==> config.mk <==
export PLATFORM = sky130hd
export DESIGN_NAME = uart_tx_gated
export DESIGN_NICKNAME = d
export VERILOG_FILES = /design/src/rtl/uart_tx_gated.sv
export SDC_FILE = /design/constraint.sdc
export NUM_CORES = 1
export LEC_CHECK = 0
export CAP_MARGIN = 20
export CORE_MARGIN = 5
export CORE_UTILIZATION = 40
export DETAILED_ROUTE_END_ITERATION = 6
export GPL_TIMING_DRIVEN = 0
export SYNTH_ARGS = -nofsm -noshare
export SYNTH_HDL_FRONTEND = slang
export SYNTH_SLANG_ARGS = --single-unit
==> constraint.sdc <==
create_clock -name clk -period 4 [get_ports clk]
set_input_delay 0.6 -clock clk [delete_from_list [all_inputs] [get_ports clk]]
set_output_delay 0.6 -clock clk [all_outputs]
set_load 0.01 [all_outputs]
==> src/rtl/uart_tx_gated.sv <==
module uart_tx_gated #(
  parameter int DEPTH = 16
) (
  input  logic       clk,
  input  logic       rst_n,
  input  logic       tick16,
  input  logic       wr_en,
  input  logic [7:0] wr_data,
  input  logic [1:0] char_len,
  input  logic       parity_en,
  input  logic       parity_odd,
  input  logic       two_stop,
  input  logic       tx_enable,
  input  logic       loopback,
  output logic       txd,
  output logic       loop_rxd,
  output logic       thr_empty,
  output logic       tx_empty
);
  localparam int AW = (DEPTH > 1) ? $clog2(DEPTH) : 1;
  localparam int CW = $clog2(DEPTH + 1);
  localparam int FW = 12;

  logic [7:0]    mem [DEPTH];
  logic [AW-1:0] wp, rp;
  logic [CW-1:0] cnt;
  logic          busy;
  logic [FW-1:0] sr, fr;
  logic [3:0]    tcnt, bcnt, nbits, nd;
  logic          par;

  wire full = (cnt == CW'(DEPTH));
  wire push = wr_en && !full;
  wire load = tick16 && !busy && tx_enable && (cnt != '0);
  wire line = busy ? sr[0] : 1'b1;

  assign txd       = loopback ? 1'b1 : line;
  assign loop_rxd  = loopback ? line : 1'b1;
  assign thr_empty = !full;
  assign tx_empty  = (cnt == '0) && !busy;

  always_ff @(posedge clk)
    if (push) mem[wp] <= wr_data;

  always_ff @(posedge clk) begin
    if (!rst_n) begin
      wp  <= '0;
      rp  <= '0;
      cnt <= '0;
    end else begin
      if (push) wp <= (wp == AW'(DEPTH - 1)) ? '0 : wp + 1'b1;
      if (load) rp <= (rp == AW'(DEPTH - 1)) ? '0 : rp + 1'b1;
      cnt <= cnt + CW'(push) - CW'(load);
    end
  end

  always_comb begin
    nd  = 4'd5 + {2'b00, char_len};
    fr  = '1;
    fr[0] = 1'b0;
    par = parity_odd;
    for (int i = 0; i < 8; i++)
      if (i < int'(nd)) begin
        fr[1+i] = mem[rp][i];
        par     = par ^ mem[rp][i];
      end
    if (parity_en) fr[4'd1 + nd] = par;
    nbits = 4'd2 + nd + {3'b000, parity_en} + {3'b000, two_stop};
  end

  always_ff @(posedge clk) begin
    if (!rst_n) begin
      busy <= 1'b0;
      sr   <= '1;
      tcnt <= '0;
      bcnt <= '0;
    end else if (load) begin
      busy <= 1'b1;
      sr   <= fr;
      tcnt <= '0;
      bcnt <= nbits;
    end else if (busy && tick16) begin
      if (tcnt == 4'd15) begin
        tcnt <= '0;
        sr   <= {1'b1, sr[FW-1:1]};
        bcnt <= bcnt - 1'b1;
        if (bcnt == 4'd1) busy <= 1'b0;
      end else begin
        tcnt <= tcnt + 1'b1;
      end
    end
  end


  loopback_pin_idle_chk: assert property (@(posedge clk) disable iff (!rst_n)
    loopback |-> txd);


  full_drop_chk: assert property (@(posedge clk) disable iff (!rst_n)
    full && wr_en && !load |=> full && $stable(wp));


  gate_hold_chk: assert property (@(posedge clk) disable iff (!rst_n)
    !busy && !tx_enable |=> !busy);


  empty_idle_chk: assert property (@(posedge clk) disable iff (!rst_n)
    tx_empty |-> thr_empty && txd && loop_rxd);


  tick_paced_chk: assert property (@(posedge clk) disable iff (!rst_n)
    !tick16 |=> $stable(line));
endmodule

==> metrics.csv <==
stage,metric,value,unit
critical_path,worst endpoint data arrival time,3.75,ns
placement,GPL Wtd Cong,0.814,
sta,slew margin rel.,34.2,%
cells_and_area,filler cell count,1513,
routing,WL/cell,18.5,um
synth,Yosys cell types,51,
synth,largest area contributor in the netlist,edfxtp_1,
clock_tree,CTS sink cnt,166,
clock_tree,CTS Buf Count,17,
cells_and_area,ratio of cells with drive above 1 in the final layout,15.2,%
floorplan,Initial Util,40.9,%
critical_path,Crit Path Class,reg -> reg,
synth,number of enable flip-flop cells after synthesis,128,
synth,cell area after synthesis,0.00713,mm2
floorplan,I/O Pins,23,
floorplan,Die Y-Extent,143,um
sta,final hold vios,0,
placement,dpl hpwl,9310,um
global_routing,initial antenna violation count,0,
global_routing,vias in the first global route,4063,
critical_path,nature of the critical path endpoint,register,
sta,fin crit share,87.2,%
flow_run,MaxCap Viol Count,0,
clock_tree,Post-CTS Resized,0,
cells_and_area,"Design Area, Final",0.00822,mm2
clock_tree,clk buf depth,2,
pwr,Pwr Total,4.49,mW
clock_tree,H-tree depth,4,
sta,RSZ-0062 raised after global routing,no,
hold_path,worst hold path class,reg -> reg,
clock_tree,Root Driver,clkbuf_16,
cells_and_area,n_diodes,0,
critical_path,critical-path maximum fanout,10,
routing,Vias/cell,5.22,
synth,Most used DFF post-synth,edfxtp_1,
synth,cell with the most instances after synthesis,edfxtp_1,
global_routing,largest net degree at the start of global routing,17,
floorplan,core area,0.0174,mm2
sta,Fmax,287,MHz
sta,# setup viols final,0,
sta,Clock Skews,0.0164,ns
synth,commonest cells in the netlist,"128 x edfxtp_1, 38 x dfxtp_1, 33 x mux4_2",
clock_tree,clock latency on the worst-skew pair,0.42,ns
synth,sequential area share after synthesis,64.6,%
global_routing,grt total ovfl,0,
cells_and_area,Final #Nets,546,
sta,Max Slew Vio Count,0,
critical_path,Critical Path Source Type,register,
routing,overall routed net length,13700,um
clock_tree,TritonCTS clock tree,yes,
synth,Mapped Cells,461,
floorplan,die area,0.0206,mm2
cells_and_area,Register Area,0.00460,mm2
placement,Placed Area,0.00765,mm2
cells_and_area,fin cells,738,
synth,Ys Warns,0,
pwr,power density over the cells,546,mW/mm2
global_routing,first-pass GRT wire length,22100,um
synth,Synth top area share,53.9,%
routing,first-pass iteration count of the detailed router,4,
clock_tree,Post-CTS Setup Bufs,0,
routing,DRC errors left,0,
synth,syn_nets,506,
synth,synthesized flop and latch total,166,
sta,Slew @ Worst Pin,0.984,ns
routing,Routed Antenna Nets,0,
synth,Area contributors post-synth,"edfxtp_1 54%, dfxtp_1 11%, mux4_2 10%, ha_1 4.2%, mux2i_1 2.0%",
floorplan,# rows,48,
floorplan,Die Wd,143,um
global_routing,All-Layer GR Usage,14.3,%
synth,fraction of registers with async set or reset after synthesis,0,%
clock_tree,"Reg clk slew, reported paths",0.07,ns
routing,routed via count,3849,
run_status,status,completed,
routing,Initial DRC Count,246,
synth,Mean Syn Cell Area,15.5,um2
placement,IO Port Bufs,22,
cells_and_area,area grow syn2layout,15.4,%
pwr,Pleak,2.75,nW
pwr,Max VDD drop,0.313,mV
sta,post-layout min period,3.49,ns
cells_and_area,area occupied by multi-input gates,0.00235,mm2
placement,dpl cells,708,
critical_path,Crit path required time,4.26,ns
[through the flow]
stage          hold WS, ns  setup WS [ns]  utilization [%]  setup TNS (ns)
2_1_floorplan        0.441           1.12                -               0
3_3_place_gp         0.457        -0.0919             43.8         -0.0919
3_5_place_dp         0.469         -0.107             43.9          -0.107
4_1_cts              0.488          0.288             47.2               0
5_1_grt              0.506          0.263             47.2               0
6_report             0.489          0.511             47.2               0
[layout make-up]
type	count	share of cell area (%)
clock inverter	12	1.77
multi-input combinational	254	28.6
buffer	20	1.31
sequential	166	56.0
timing repair buffer	22	2.68
tap	225	3.42
clock buffer	19	5.27
inverter	20	0.913
[report_power, final]
| part | total (mW) | internal [mW] | switching (mW) |
|---|---|---|---|
| Sequential | 2.02 | 1.96 | 0.0522 |
| Clock | 1.61 | 0.930 | 0.677 |
| Combinational | 0.866 | 0.403 | 0.464 |
| Total | 4.49 | 3.30 | 1.19 |
[layer usage]
metal  vias to the layer above  routed length (um)  global-route usage, %
li1                       1833                   -                      -
met1                      1924                6350                   18.9
met2                        79                6680                   23.8
met3                        13                 453                   3.16
met4                         0                 179                   4.36
met5                         -                   0                      0
[cells by family after synthesis]
group,count (synthesis),share of synthesized area [%]
simple gates,109,7.46
buf+inv,41,2.62
mux,52,13.8
xor+xnor,17,2.30
fa+ha+maj,26,4.78
compound gates,50,4.41
flops,166,64.6
[path summary, 6_finish.rpt]
kind	start	to	slack [ns]	cells after the start
max reg2reg	register	sr[6]	0.51	10
min reg2reg	sr[10]	sr[9]	0.49	2
min	sr[10]	sr[9]	0.49	2
max	register	sr[6]	0.51	10
[placed cells by master, fill, tap and decap left out, types with 8 or more instances in the layout]
master and count:
mux4_2 33, clkbuf_1 13, o21ai_1 11, edfxtp_1 128
dfxtp_1 38, nor2_1 25, xnor2_1 10, clkbuf_16 17
nand3_1 9, clkdlybuf4s50_1 22, ha_1 24, nand2_1 32
a21oi_1 13, inv_1 18, mux2i_1 14, and2_1 8
[worst max-delay path, stage by stage, from the launching register on]
cell and delay, ns:
dfxtp_1 0.31, clkbuf_1 0.44, buf_2 0.43, mux4_2 0.40, mux4_2 0.53, xnor2_1 0.23, xnor2_1 0.17, xnor2_1 0.15
xnor3_2 0.36, o221ai_2 0.19, o211ai_1 0.11
[sequential cells by signal (all words and copies together) (netlist names), named ones only]
| name | flops |
|---|---|
| busy | 1 |
| mem | 128 |
| rp | 4 |
| cnt | 5 |
| wp | 4 |
| tcnt | 4 |
| sr | 12 |
| bcnt | 4 |
[what timing repair did]
item                                    CTS  global route
hold endpoints to repair                  0             0
hold buffers                              0             0
endpoints found under the setup margin    0             1
No activity file was read; power rests on OpenSTA's default activity.
